**src/rtl/cfgld_pkg.sv**
```systemverilog
`timescale 1ns/1ps
package cfgld_pkg;

  typedef enum logic [1:0] {
    ST_PICK  = 2'd0,
    ST_RUN   = 2'd1,
    ST_FINAL = 2'd2
  } ld_state_e;

  // start bit + two opcode bits + address bits
  function automatic int unsigned cmd_len(input int unsigned addr_w);
    return 32'd3 + addr_w;
  endfunction

  // bits sent by the reader: 1 (start), 1 0 (read), then address 0
  function automatic logic cmd_bit(input int unsigned idx);
    return (idx < 32'd2);
  endfunction

  // total serial clock periods: command, gap bit overlaps last command period, data
  function automatic int unsigned total_periods(input int unsigned addr_w,
                                                input int unsigned n_words,
                                                input int unsigned word_w);
    return cmd_len(addr_w) + n_words * word_w;
  endfunction

endpackage

```
**src/rtl/cfgld_sclk_gen.sv**
```systemverilog
`timescale 1ns/1ps
module cfgld_sclk_gen #(
  parameter int DIV = 48
) (
  input  logic clk,
  input  logic rst_n,
  input  logic run,
  output logic sclk,
  output logic rise_stb,
  output logic fall_stb
);
  localparam int HALF = DIV / 2;
  localparam int CW   = (DIV > 2) ? $clog2(DIV) : 1;

  logic [CW-1:0] cnt;

  assign rise_stb = run && (cnt == CW'(HALF - 1));
  assign fall_stb = run && (cnt == CW'(DIV - 1));

  always_ff @(posedge clk or negedge rst_n) begin
    if (!rst_n) begin
      cnt  <= '0;
      sclk <= 1'b0;
    end else if (!run) begin
      cnt  <= '0;
      sclk <= 1'b0;
    end else begin
      cnt <= (cnt == CW'(DIV - 1)) ? '0 : cnt + 1'b1;
      if (rise_stb)      sclk <= 1'b1;
      else if (fall_stb) sclk <= 1'b0;
    end
  end

  // the two edge strobes never coincide
  a_r9_strobes_apart: assert property (@(posedge clk) disable iff (!rst_n)
    !(rise_stb && fall_stb));
  // clock rests low whenever the reader is not running
  a_r9_idle_low: assert property (@(posedge clk) disable iff (!rst_n)
    !run |=> !sclk);
  // a rising strobe is followed by a high serial clock
  a_r9_rise_high: assert property (@(posedge clk) disable iff (!rst_n)
    rise_stb |=> sclk);
endmodule

```
**src/rtl/cfgld_capture.sv**
```systemverilog
`timescale 1ns/1ps
module cfgld_capture #(
  parameter int TOTAL_W = 48
) (
  input  logic               clk,
  input  logic               rst_n,
  input  logic               shift_en,
  input  logic               din,
  output logic [TOTAL_W-1:0] data
);
  always_ff @(posedge clk or negedge rst_n) begin
    if (!rst_n)        data <= '0;
    else if (shift_en) data <= {data[TOTAL_W-2:0], din};
  end

  // contents only move on a shift
  a_r4_hold: assert property (@(posedge clk) disable iff (!rst_n)
    !shift_en |=> $stable(data));
endmodule

```
**src/rtl/cfg_rom_loader.sv**
```systemverilog
`timescale 1ns/1ps
module cfg_rom_loader #(
  parameter int CLK_DIV  = 48,
  parameter int WORD_W   = 16,
  parameter int N_WORDS  = 3,
  parameter int ADDR_W   = 6,
  parameter int GANG_BIT = 14,
  parameter logic [WORD_W-1:0] DEF_VID = 16'h5A17,
  parameter logic [WORD_W-1:0] DEF_PID = 16'h0C07
) (
  input  logic              clk,
  input  logic              rst_n,
  input  logic              rom_sel_n,
  input  logic              gang_pin,
  input  logic              sda_i,
  output logic              sclk_o,
  output logic              sclk_oe,
  output logic              sda_o,
  output logic              sda_oe,
  output logic              ld_done,
  output logic              gang_mode,
  output logic [WORD_W-1:0] vendor_id,
  output logic [WORD_W-1:0] product_id
);
  import cfgld_pkg::*;

  localparam int CMD_LEN  = int'(cmd_len(ADDR_W));
  localparam int DATA_LEN = N_WORDS * WORD_W;
  localparam int LAST_P   = int'(total_periods(ADDR_W, N_WORDS, WORD_W)) - 1;
  localparam int PW       = $clog2(LAST_P + 1);

  ld_state_e         state;
  logic [PW-1:0]     period;
  logic              bypass_q;
  logic              run;
  logic              rise_stb, fall_stb;
  logic              shift_en;
  logic [DATA_LEN-1:0] cap;
  logic [WORD_W-1:0] words [N_WORDS];

  assign run      = (state == ST_RUN);
  assign shift_en = run && fall_stb && (period >= PW'(CMD_LEN));

  cfgld_sclk_gen #(.DIV(CLK_DIV)) u_clk (
    .clk(clk), .rst_n(rst_n), .run(run),
    .sclk(sclk_o), .rise_stb(rise_stb), .fall_stb(fall_stb)
  );

  cfgld_capture #(.TOTAL_W(DATA_LEN)) u_cap (
    .clk(clk), .rst_n(rst_n), .shift_en(shift_en), .din(sda_i), .data(cap)
  );

  for (genvar k = 0; k < N_WORDS; k++) begin : g_word
    assign words[k] = cap[DATA_LEN-1-k*WORD_W -: WORD_W];
  end

  always_ff @(posedge clk or negedge rst_n) begin
    if (!rst_n) begin
      state    <= ST_PICK;
      period   <= '0;
      sda_o    <= 1'b0;
      sda_oe   <= 1'b0;
      bypass_q <= 1'b0;
    end else begin
      case (state)
        ST_PICK: begin
          if (!rom_sel_n) begin
            state  <= ST_RUN;
            period <= '0;
            sda_oe <= 1'b1;
            sda_o  <= cmd_bit(0);
          end else begin
            state    <= ST_FINAL;
            bypass_q <= 1'b1;
          end
        end
        ST_RUN: begin
          if (fall_stb) begin
            if (period == PW'(LAST_P)) begin
              state <= ST_FINAL;
            end else begin
              period <= period + 1'b1;
            end
            if (period == PW'(CMD_LEN - 1)) begin
              sda_oe <= 1'b0;
              sda_o  <= 1'b0;
            end else if (period < PW'(CMD_LEN - 1)) begin
              sda_o <= cmd_bit(32'(period) + 32'd1);
            end
          end
        end
        default: state <= ST_FINAL;
      endcase
    end
  end

  assign sclk_oe    = run;
  assign ld_done    = (state == ST_FINAL);
  assign gang_mode  = ld_done && (bypass_q ? gang_pin : words[0][GANG_BIT]);
  assign vendor_id  = ld_done ? (bypass_q ? DEF_VID : words[1]) : '0;
  assign product_id = ld_done ? (bypass_q ? DEF_PID : words[2]) : '0;

  // the data line is only driven while the clock runs
  a_r3_drive_in_run: assert property (@(posedge clk) disable iff (!rst_n)
    sda_oe |-> sclk_oe);
  // the data line is released right after a falling strobe
  a_r3_release_on_fall: assert property (@(posedge clk) disable iff (!rst_n)
    $fell(sda_oe) |-> $past(fall_stb));
  // sampling never lands on a rising strobe
  a_r4_sample_not_rise: assert property (@(posedge clk) disable iff (!rst_n)
    shift_en |-> !rise_stb);
  // done is sticky and the pins stay released
  a_r6_done_sticky: assert property (@(posedge clk) disable iff (!rst_n)
    ld_done |=> ld_done);
  a_r6_quiet_after: assert property (@(posedge clk) disable iff (!rst_n)
    ld_done |-> (!sclk_oe && !sda_oe && !sclk_o));
  // identifiers never change once valid
  a_r7_ids_stable: assert property (@(posedge clk) disable iff (!rst_n)
    ld_done |=> ($stable(vendor_id) && $stable(product_id)));
endmodule

```
**config.mk**
```make
export PLATFORM = sky130hd
export DESIGN_NAME = cfg_rom_loader
export DESIGN_NICKNAME = d
export VERILOG_FILES = /design/src/rtl/cfgld_pkg.sv /design/src/rtl/cfgld_sclk_gen.sv /design/src/rtl/cfgld_capture.sv /design/src/rtl/cfg_rom_loader.sv
export SDC_FILE = /design/constraint.sdc
export NUM_CORES = 1
export LEC_CHECK = 0
export ABC_AREA = 0
export BUFFER_PORTS_ARGS = -buffer_cell sky130_fd_sc_hd__buf_4
export CAP_MARGIN = 20
export CORE_MARGIN = 4
export CORE_UTILIZATION = 60
export CTS_BUF_LIST = sky130_fd_sc_hd__clkbuf_8
export DETAILED_ROUTE_END_ITERATION = 8
export PLACE_DENSITY = 0.83
export SETUP_SLACK_MARGIN = 0.3
export SLEW_MARGIN = 5
export SYNTH_ARGS = -nofsm -noshare
export SYNTH_HDL_FRONTEND = slang
export SYNTH_HIERARCHICAL = 1
export SYNTH_SLANG_ARGS = --single-unit
```
**constraint.sdc**
```tcl
create_clock -name clk -period 2.8 [get_ports clk]
set_input_delay 0.28 -clock clk [delete_from_list [all_inputs] [get_ports clk]]
set_output_delay 0.28 -clock clk [all_outputs]
set_load 0.02 [all_outputs]
```
After elaboration in Yosys (flattened, before gate mapping)
Index checks and enable logic that the tools add are counted.
{"block": "classes", "muxes": 26, "n_eq_ne": 13, "n_reduce_logical": 12, "magnitude_cmp": 3, "n_addsub": 3}
{"operator": "$mux W16", "n": 4}
{"operator": "$mux W6", "n": 5}
{"operator": "$add A6 B1 Y6 const B", "n": 2}
{"operator": "$eq A6 B6 Y1 const B", "n": 2}
{"operator": "$pmux W6 S2", "n": 1}
{"operator": "$reduce_and A4 Y1", "n": 3}
{"operator": "$mux W1", "n": 10}
{"operator": "$add A6 B1 Y7 const B", "n": 1}
{"operator": "$lt A7 B2 Y1 const B", "n": 1}
{"operator": "$eq A6 B4 Y1 const B", "n": 1}
{"operator": "$eq A6 B5 Y1 const B", "n": 1}
{"operator": "$ge A6 B4 Y1 const B", "n": 1}
{"operator": "$lt A6 B4 Y1 const B", "n": 1}
{"operator": "$mux W2", "n": 3}
{"operator": "$ne A2 B1 Y1 const B", "n": 3}
{"operator": "$ne A3 B1 Y1 const B", "n": 2}
{"operator": "$logic_and A1 B1 Y1", "n": 5}
{"operator": "$ne A2 B2 Y1 const B", "n": 2}
{"operator": "$pmux W1 S2", "n": 2}
{"operator": "$pmux W2 S2", "n": 1}
{"operator": "$reduce_and A2 Y1", "n": 2}
{"operator": "$eq A2 B1 Y1 const B", "n": 1}
{"operator": "$eq A2 B2 Y1 const B", "n": 1}
{"operator": "$logic_not A2 Y1", "n": 1}
{"operator": "$reduce_bool A2 Y1", "n": 1}
{"block": "word_totals", "elab_cells": 65, "regBits": 65, "out_inout_bits": 38}

Depth between registers and ports, before layout
Gate-level depths: netlist of run 1.
{"block": "logic_depth", "word_depth": 6, "depth_mapped": 8, "mapped_depth_nobuf": 7}

By module
The synthesis of run 1 kept the hierarchy.
{"module": "cfgld_capture", "cells_each": 101, "area_each_um2": 1860.5, "instances": 1}
{"module": "cfg_rom_loader", "cells_each": 133, "area_each_um2": 1018.5, "instances": 1}
{"module": "cfgld_sclk_gen", "cells_each": 32, "area_each_um2": 335.3, "instances": 1}

Worst setup path after synthesis of run 1
No wires, ideal clock.
{"block": "synth_timing", "path_type": "reg-to-reg", "start": "register state[1]", "end": "register u_cap.data[26]", "n_path_buf": 3, "slack_ns": 0.208, "stages_incl_launch_ff": 9, "arrival_ns": 2.467, "cell_sequence": "dfrtp_1 > buf_6 > nor2b_1 > nor3b_1 > nand2_1 > a211oi_1 > buf_6 > buf_6 > mux2_4"}
{"block": "synth_via", "elab_chain_cells": 4}
{"item": "from (decl)", "line_no": "cfg_rom_loader.sv:32", "text": "ld_state_e state;"}
{"item": "from (signal assigned)", "line_no": "cfg_rom_loader.sv:59", "text": "state <= ST_PICK;"}
{"item": "from (signal assigned)", "line_no": "cfg_rom_loader.sv:68", "text": "state <= ST_RUN;"}
{"item": "from (signal assigned)", "line_no": "cfg_rom_loader.sv:73", "text": "state <= ST_FINAL;"}
{"item": "$eq A2 B1 Y1", "line_no": "cfg_rom_loader.sv:41", "text": "assign run = (state == ST_RUN);"}
{"item": "named net sclk_oe", "line_no": "cfg_rom_loader.sv:17", "text": "output logic sclk_oe,"}
{"item": "$logic_and A1 B1 Y1", "line_no": "cfgld_sclk_gen.sv:18", "text": "assign fall_stb = run && (cnt == CW'(DIV - 1));"}
{"item": "named net fall_stb", "line_no": "cfg_rom_loader.sv:36", "text": "logic rise_stb, fall_stb;"}
{"item": "$logic_and A1 B1 Y1 (2 in series)", "line_no": "cfg_rom_loader.sv:42", "text": "assign shift_en = run && fall_stb && (period >= PW'(CMD_LEN));"}
{"item": "named net shift_en", "line_no": "cfg_rom_loader.sv:37", "text": "logic shift_en;"}
{"item": "to (signal assigned)", "line_no": "cfgld_capture.sv:13", "text": "else if (shift_en) data <= {data[TOTAL_W-2:0], din};"}
{"item": "to (decl)", "line_no": "cfgld_capture.sv:9", "text": "output logic [TOTAL_W-1:0] data"}
The timed path passes the listed nets, and every way through them passes these cells.
A chain may end at the register's enable or synchronous reset.

Final worst setup path of run 1
{"block": "layout_timing", "start": "register u_clk.cnt[0]", "end": "register u_cap.data[24]"}
{"block": "layout_via", "elab_chain_cells": 4}
{"item": "from (decl)", "line_no": "cfgld_sclk_gen.sv:15", "text": "logic [CW-1:0] cnt;"}
{"item": "from (signal assigned)", "line_no": "cfgld_sclk_gen.sv:28", "text": "cnt <= (cnt == CW'(DIV - 1)) ? '0 : cnt + 1'b1;"}
{"item": "$eq A6 B6 Y1", "line_no": "cfgld_sclk_gen.sv:18"}
{"item": "$logic_and A1 B1 Y1", "line_no": "cfgld_sclk_gen.sv:18"}
{"item": "named net fall_stb", "line_no": "cfg_rom_loader.sv:36"}
{"item": "$logic_and A1 B1 Y1 (2 in series)", "line_no": "cfg_rom_loader.sv:42"}
{"item": "named net shift_en", "line_no": "cfg_rom_loader.sv:37"}
The timed path passes the listed nets, and every way through them passes these cells.

==> results.json, run 1 <==
{
  "numCtsBuffers": 9,
  "wl_um": 5690,
  "syn2layout_area_growth_pct": 18.3,
  "fin_crit_ns": 2.34,
  "core_um2": 5110,
  "antenna_found_initial": 0,
  "period_share_pct": 83.7,
  "leakage_nw": 1.83,
  "htreeDepth": 3,
  "maxSlewHeadroom_pct": 46.8,
  "clkLatencyLatePin_ns": 0.33,
  "gp_congestion": 0.848,
  "tightest_slew_ns": 0.797,
  "vias_per_cell": 5.44,
  "root_buffer": "clkbuf_8",
  "io_buffers": 42,
  "fin_nets": 313,
  "reg2reg_from": "u_clk/cnt[0]",
  "synth.cell_area_um2": 3170,
  "critPathLaunch": "u_clk/cnt[0]",
  "critPathMaxFanout": 23,
  "start_util_pct": 62.0,
  "cp_cell_sequence": "ha_1 -> nand4_1 -> nor3b_2 -> nand2_2 -> a211oi_4 -> buf_6 -> mux2_2",
  "slowest_stage": "dfrtp_1",
  "power_density_nw_per_um2": 508,
  "diodes": 0,
  "skew_ns": 0.00799,
  "path_class": "reg -> reg",
  "io_pins": 43,
  "synth_fp_nets": 270,
  "hold_viol_final": 0,
  "cp_top_family": "simple AND/OR/NAND/NOR gates",
  "grt_pass1_wl_um": 9270,
  "grt_pass1_vias": 1996,
  "clock_sinks": 65,
  "path_buf_inv": 1,
  "drv_slew": 0,
  "die_x_um": 80.6,
  "required_ns": 3.03,
  "die_area_um2": 6500,
  "crit_arrival_ns": 2.57,
  "setup-tns-final_ns": 0,
  "route.vias.total": 2063,
  "nFillCells": 344,
  "rows": 26,
  "hold_path.class": "in -> async",
  "drive_above_1_share_pct": 41.1,
  "drc": 0,
  "status": "finished clean",
  "die_h_um": 80.6,
  "clk_pin_slew_ns": 0.07,
  "rsz0062_at_grt": "false",
  "max-cap-violations": 0,
  "vdd_drop_max_v": 0.000291,
  "fmax_mhz": 427,
  "drt_iter0_drc": 163,
  "antenna_left": 0,
  "avgRoutedWirePerCell_um": 15.0,
  "critPathLaunchType": "flip-flop",
  "clockBufferDepth": 2,
  "end_kind": "flip-flop",
  "multiInputGateArea_um2": 1440,
  "syn_avg_cell_area_um2": 12.1,
  "final_util_pct": 73.3,
  "overflow": 0,
  "syn_inst": 261,
  "setup_violations": 0,
  "hold_ws_ns": 0.0409,
  "grt.total_usage_pct": 18.8,
  "slowest_delay_ns": 0.39,
  "finalPower_w": 0.00190,
  "firstDrtPassIters": 4,
  "cts_tree": "yes",
  "hpwl_um": 3770,
  "grt_max_degree": 66,
  "yosysWarnings": 6,
  "regArea_um2": 1630
}
## metal layers
layer / vias to the layer above / global-route usage [%] / share of wire, %
met5: - / 0 / 0
li1: 983 / - / -
met3: 13 / 4.15 / 4.3
met2: 51 / 28.5 / 48
met1: 1016 / 25.4 / 46
met4: 0 / 9.63 / 1.8
## report_power, final
part | internal [W] | switching [W] | total (W)
clock network | 0.000429 | 0.000351 | 0.000779
logic | 0.0000631 | 0.000108 | 0.000171
registers | 0.000943 | 0.00000819 | 0.000951
total | 0.00143 | 0.000467 | 0.00190
## what timing repair did
item                       4_1_cts  5_1_grt
hold buffers                     0        0
setup buffers                    0        0
setup endpoints to repair        0       71
resized for setup                0        4
## state kept, by name (all words and copies together), names as in the netlist
signal      count
u_clk/sclk      1
period          6
bypass_q        1
state           2
u_cap/data     47
u_clk/cnt       6
sda_o           1
sda_oe          1
## through the flow
step                      instances  setup slack, ns  cell area [um2]
after floorplan                 261            0.418             3170
after global placement          362            0.489             3520
after detailed placement        362            0.376             3520
after CTS                       378            0.354             3720
after global routing            379            0.315             3740
final                           379            0.456             3740
## final cells by class
type / instances / share of cell area, %
Sequential cell: 65 / 43.4
Multi-Input combinational cell: 177 / 38.6
Clock buffer: 10 / 3.68
Timing Repair Buffer: 47 / 9.99
Clock inverter: 6 / 1.57
Tap cell: 70 / 2.34
Inverter: 4 / 0.401
## worst reg2reg max path, cell delays in order (launching register included)
cell,delay (ns)
dfrtp_1,0.39
ha_1,0.24
nand4_1,0.16
nor3b_2,0.28
nand2_2,0.17
a211oi_4,0.29
buf_6,0.34
mux2_2,0.37
## cells in the final DEF (no fill, tap or decap), types with 4 or more instances in the layout
cell type	instances
dfrtp_1	65
buf_4	45
nor2_1	34
mux2_2	29
and2_1	22
mux2_4	20
clkbuf_8	10
inv_1	5
nand3_1	5
a21oi_1	4
ha_1	4
## worst paths after layout
path / to / slack, ns / cells after the start
worst min-delay path: u_cap/data[46] / 0.04 / 1
worst max-delay path: u_cap/data[24] / 0.46 / 7
worst min register to register: u_clk/cnt[0] / 0.49 / 1
max in group asynchronous: u_cap/data[12] / 2.24 / 1
min in group clk: u_cap/data[0] / 0.19 / 2
worst max register to register: u_cap/data[24] / 0.46 / 7
(Power assumes the default switching activity.)
==> inputs of run 2 (changes only) <==
Clock period 2.8 ns to 2.4 ns, I/O delays scaled along.
==> run 2 against run 1 <==
Effect of this change:
- the run now ends with negative hold slack left
- global-route usage increased by 5.2 points
- power grew 27%
- clock skew fell by 0.0044 ns
- first-iteration DRC count rose by 7.4%
- clock-buffer cell count stayed put
- sequential share of layout area is 5.3 points lower
- non-clock buffer count increased by 30
- flip-flop and latch count unchanged
- final cell count rose by 7.9%
- clock power grew 39%
==> results.json, run 2 (same netlist as run 1, synthesis figures left out) <==
{
  "grt.total_usage_pct": 24.0,
  "drt_iter0_drc": 175,
  "hold_ws_ns": -0.0315,
  "crit_path_frequent_cell": "buf_6",
  "ctsHoldBuffers": 0,
  "antenna_left": 0,
  "power_density_nw_per_um2": 565,
  "htreeDepth": 3,
  "setup-tns-final_ns": 0,
  "slowest_delay_ns": 0.42,
  "drive_above_1_share_pct": 49.0,
  "fin_crit_ns": 2.25,
  "fmax_mhz": 444,
  "violations": "negative hold slack",
  "die_h_um": 80.6,
  "reg2reg_slack_ns": 0.15,
  "diodes": 0,
  "setup_violations": 0,
  "end_kind": "flip-flop",
  "drv_slew": 0,
  "die_x_um": 80.6,
  "period_share_pct": 93.8,
  "leakage_nw": 2.05,
  "registers.top_by_ff_count": "u_cap/data",
  "numCtsBuffers": 9,
  "grt_pass1_vias": 2311,
  "final_common_cell": "dfrtp_1",
  "grt_pass1_wl_um": 11600,
  "drc": 0,
  "final_cell_area_um2": 4280,
  "root_buffer": "clkbuf_8",
  "critPathLaunchType": "flip-flop",
  "antenna_found_initial": 0,
  "slowest_stage": "dfrtp_1",
  "clkLatencyLatePin_ns": 0.35,
  "cp_cell_sequence": "ha_4 -> nand4_1 -> nor3b_2 -> buf_4 -> buf_6 -> buf_6 -> buf_6 -> buf_6 -> buf_6 -> buf_6 -> buf_6 -> nand3_2 -> o31ai_2 -> o21ai_1",
  "status": "complete, but fails checks",
  "vdd_drop_max_v": 0.000438,
  "final_util_pct": 83.7,
  "skew_ns": 0.00362,
  "overflow": 0,
  "maxSlewHeadroom_pct": 45.1,
  "vias_per_cell": 5.94,
  "cts_tree": "yes",
  "firstDrtPassIters": 4,
  "fin_nets": 343,
  "required_ns": 2.63,
  "critPathMaxFanout": 2,
  "rsz0062_at_grt": "true",
  "die_area_um2": 6500,
  "start_util_pct": 62.0,
  "reg2reg_from": "u_clk/cnt[0]",
  "critPathLaunch": "u_clk/cnt[0]",
  "layout_common_cells": "dfrtp_1 (63), buf_4 (57), mux2_4 (39), nor2_1 (34), and2_1 (22)",
  "largest_register_ffs": 47,
  "grt_max_degree": 66,
  "tightest_slew_ns": 0.824,
  "hold_path.class": "in -> async",
  "clk_pin_slew_ns": 0.08,
  "core_um2": 5110,
  "worst_r2r_path_depth": 14,
  "hpwl_um": 3860,
  "reg2reg_to": "sda_oe",
  "path_class": "reg -> reg",
  "crit_path_end": "sda_oe",
  "avgRoutedWirePerCell_um": 22.7,
  "gp_congestion": 0.875,
  "wl_um": 9270,
  "max-cap-violations": 0,
  "syn2layout_area_growth_pct": 35.1,
  "route.vias.total": 2430,
  "crit_arrival_ns": 2.48,
  "top_regs": "u_cap/data x47, period x6, u_clk/cnt x6",
  "finalPower_w": 0.00242,
  "io_buffers": 42,
  "dpl-instance-area_um2": 3560,
  "clockBufferDepth": 2,
  "hold_viol_final": 11,
  "rows": 26,
  "clock_sinks": 65,
  "io_pins": 43
}
## run 2: repair_timing
| item | in CTS | in global routing |
|---|---|---|
| setup endpoints to repair | 66 | 68 |
| resized for setup | 9 | 38 |
| cloned | 2 | 4 |
| setup buffers | 17 | 5 |
| pin swaps | 4 | 10 |
## run 2: per-stage QoR
| step | cells | worst slack, ns |
|---|---|---|
| 2_1_floorplan | 261 | 0.307 |
| 3_3_place_gp | 365 | 0.208 |
| 3_5_place_dp | 365 | 0.133 |
| 4_1_cts | 400 | 0.243 |
| 5_1_grt | 409 | 0.0647 |
| 6_report | 409 | 0.150 |
## run 2: layout make-up
class                   count  area, um2
repair buffers             77        744
well taps                  70       87.6
clock buffers              10        138
inverters                   4       15.0
clock inverters             6       91.3
multi-input cells         177       1570
fillers                   232        832
flip-flops and latches     65       1630
## run 2: critical path: cells and delay by family (launching register included)
family	cells	cell delay (ns)
simple gates	3	0.49
compound gates	2	0.35
flops	1	0.42
buf+inv	8	0.73
fa+ha+maj	1	0.16
## run 2: per-layer routing
metal,wire length (um),global-route usage [%]
met5,0,0
met4,333,9.12
met3,501,2.69
met2,4930,44.3
met1,3500,28.4
## run 2: how the worst min path moves through the flow
stage | from | to
6_report | rst_n | u_cap/data[2]
5_1_grt | rst_n | u_cap/data[2]
4_1_cts | rst_n | u_cap/data[1]
3_5_place_dp | rst_n | u_cap/data[1]
3_3_place_gp | rst_n | u_cap/data[0]
2_1_floorplan | rst_n | bypass_q
## run 2: report_power, final
group / internal [W] / leakage [nW] / switching, W
Sequential: 0.00110 / 0.885 / 0.00000588
Combinational: 0.0000813 / 1.06 / 0.000151
Clock: 0.000614 / 0.105 / 0.000465
Total: 0.00180 / 2.05 / 0.000621
==> inputs of run 3 (changes only) <==
Settings changed: HOLD_SLACK_MARGIN from default to 0.05.
==> run 3 against run 2 <==
Effect of this change:
- global-route usage barely moved
- clock-buffer cell count did not move
- the run now ends clean
- final cell count rose by 0.24%
- non-clock buffer count rose by 1
- combinational power barely moved
- setup slack got worse by 0.0092 ns
- register-to-register slack barely moved
- power barely moved
- flip-flop and latch count did not move
- hold slack improved by 0.16 ns
- sequential power barely moved
- largest cell class unchanged
==> results.json, run 3 (same netlist as run 1, synthesis figures left out) <==
{
  "numCtsBuffers": 9,
  "reg2reg_from": "u_clk/cnt[0]",
  "maxSlewHeadroom_pct": 46.3,
  "setup_violations": 0,
  "rsz0062_at_grt": "true",
  "core_um2": 5110,
  "drv_slew": 0,
  "slowest_delay_ns": 0.41,
  "vdd_drop_max_v": 0.000438,
  "avgRoutedWirePerCell_um": 22.6,
  "hold_ws_ns": 0.125,
  "hold_viol_final": 0,
  "end_kind": "flip-flop",
  "period_share_pct": 94.1,
  "crit_arrival_ns": 2.48,
  "drive_above_1_share_pct": 48.8,
  "whs_endpoint": "u_cap/data[0]",
  "antenna_found_initial": 0,
  "clockBufferDepth": 2,
  "io_buffers": 42,
  "htreeDepth": 3,
  "antenna_left": 0,
  "largest_register_ffs": 47,
  "fin_cells": 410,
  "root_buffer": "clkbuf_8",
  "status": "finished clean",
  "die_x_um": 80.6,
  "power_density_nw_per_um2": 564,
  "fmax_mhz": 443,
  "drc": 0,
  "cp_cell_sequence": "ha_4 -> nand4_1 -> nor3b_2 -> buf_4 -> buf_6 -> buf_6 -> buf_6 -> buf_6 -> buf_6 -> buf_6 -> buf_6 -> nand3_2 -> o31ai_2 -> o21ai_1",
  "skew_ns": 0.00398,
  "fin_nets": 344,
  "critPathMaxFanout": 2,
  "dp_cells": 365,
  "die_area_um2": 6500,
  "required_ns": 2.63,
  "hold_path_startpoint": "sda_i",
  "fin_crit_ns": 2.26,
  "vias_per_cell": 5.90,
  "drt_iter0_drc": 161,
  "leakage_nw": 2.05,
  "die_h_um": 80.6,
  "hold_path.class": "in -> reg",
  "io_pins": 43,
  "layout_common_cells": "dfrtp_1 (63), buf_4 (57), mux2_4 (39), nor2_1 (34), and2_1 (22)",
  "reg2reg_slack_ns": 0.14,
  "reg2reg_to": "sda_oe",
  "start_util_pct": 62.0,
  "top_regs": "u_cap/data x47, period x6, u_clk/cnt x6",
  "final_util_pct": 83.9,
  "cts_tree": "yes",
  "overflow": 0,
  "slowest_stage": "dfrtp_1",
  "firstDrtPassIters": 4,
  "worst_r2r_path_depth": 14,
  "max-cap-violations": 0,
  "route.vias.total": 2419,
  "diodes": 0,
  "gp_congestion": 0.875,
  "clock_sinks": 65,
  "syn2layout_area_growth_pct": 35.4,
  "hpwl_um": 3860,
  "wl_um": 9260,
  "path_class": "reg -> reg",
  "crit_path_frequent_cell": "buf_6",
  "clkLatencyLatePin_ns": 0.34,
  "grt_pass1_vias": 2323,
  "registers.top_by_ff_count": "u_cap/data",
  "tightest_slew_ns": 0.805,
  "rows": 26,
  "hold_depth": 2,
  "grt_pass1_wl_um": 11600,
  "grt.total_usage_pct": 24.1,
  "grt_max_degree": 66,
  "setup-tns-final_ns": 0,
  "critPathLaunchType": "flip-flop",
  "clk_pin_slew_ns": 0.08,
  "nFillCells": 231,
  "final_common_cell": "dfrtp_1"
}
[run 3: cell count changes in the layout (fill, tap and decap cells not counted), sizes merged]
| cell | before | now |
|---|---|---|
| dlygate4sd3 | 0 | 1 |
[run 3: repair_timing]
| action | in CTS | in global routing |
|---|---|---|
| pin swaps | 4 | 10 |
| endpoints found under the hold margin | 65 | 0 |
| hold buffers | 1 | 0 |
| setup endpoints to repair | 66 | 68 |
| buffers inserted | 17 | 5 |
| cloned | 2 | 4 |
| resized for setup | 9 | 38 |
[run 3: power by group]
group          internal (W)  switching [W]  total (W)
clock              0.000615       0.000462    0.00108
combinational     0.0000824       0.000150   0.000233
sequential          0.00110     0.00000601    0.00111
total               0.00180       0.000619    0.00241
[run 3: critical path, delay by kind of cell (launching register included)]
kind / cells / cell delay [ns]
buffers and inverters: 8 / 0.73
adders and majority gates: 1 / 0.16
AOI/OAI and AO/OA: 2 / 0.36
DFF: 1 / 0.41
and+or+nand+nor: 3 / 0.49
[run 3: metrics by stage]
| step | worst slack (ns) | instance area, um2 | power [W] |
|---|---|---|---|
| 2_1_floorplan | 0.307 | 3190 | 0.00123 |
| 3_3_place_gp | 0.208 | 3560 | 0.00134 |
| 3_5_place_dp | 0.133 | 3560 | 0.00134 |
| 4_1_cts | 0.243 | 4010 | 0.00239 |
| 5_1_grt | 0.0647 | 4290 | 0.00249 |
| 6_report | 0.140 | 4290 | 0.00241 |
[run 3: per-layer routing]
layer | share of wire [%] | global-route usage, %
met5 | 0 | 0
met4 | 3.9 | 9.12
met3 | 5.2 | 2.69
met2 | 53 | 44.5
met1 | 38 | 28.4
[run 3: final cells by class]
| class | count | area (um2) | share of cell area, % |
|---|---|---|---|
| Multi-Input combinational cell | 177 | 1570 | 36.6 |
| Timing Repair Buffer | 78 | 754 | 17.6 |
| Sequential cell | 65 | 1630 | 38.0 |
| Clock inverter | 6 | 91.3 | 2.13 |
| Tap cell | 70 | 87.6 | 2.04 |
| Clock buffer | 10 | 138 | 3.21 |
| Inverter | 4 | 15.0 | 0.350 |
[run 3: worst max path at each step]
stage,cells after the start,end,startpoint
floorplan,8,u_cap/data[26],state[1]
global placement,7,u_cap/data[16],u_clk/cnt[0]
detailed placement,7,u_cap/data[18],u_clk/cnt[0]
CTS,14,sda_oe,u_clk/cnt[1]
global route,14,sda_oe,u_clk/cnt[0]
finish,14,sda_oe,u_clk/cnt[0]
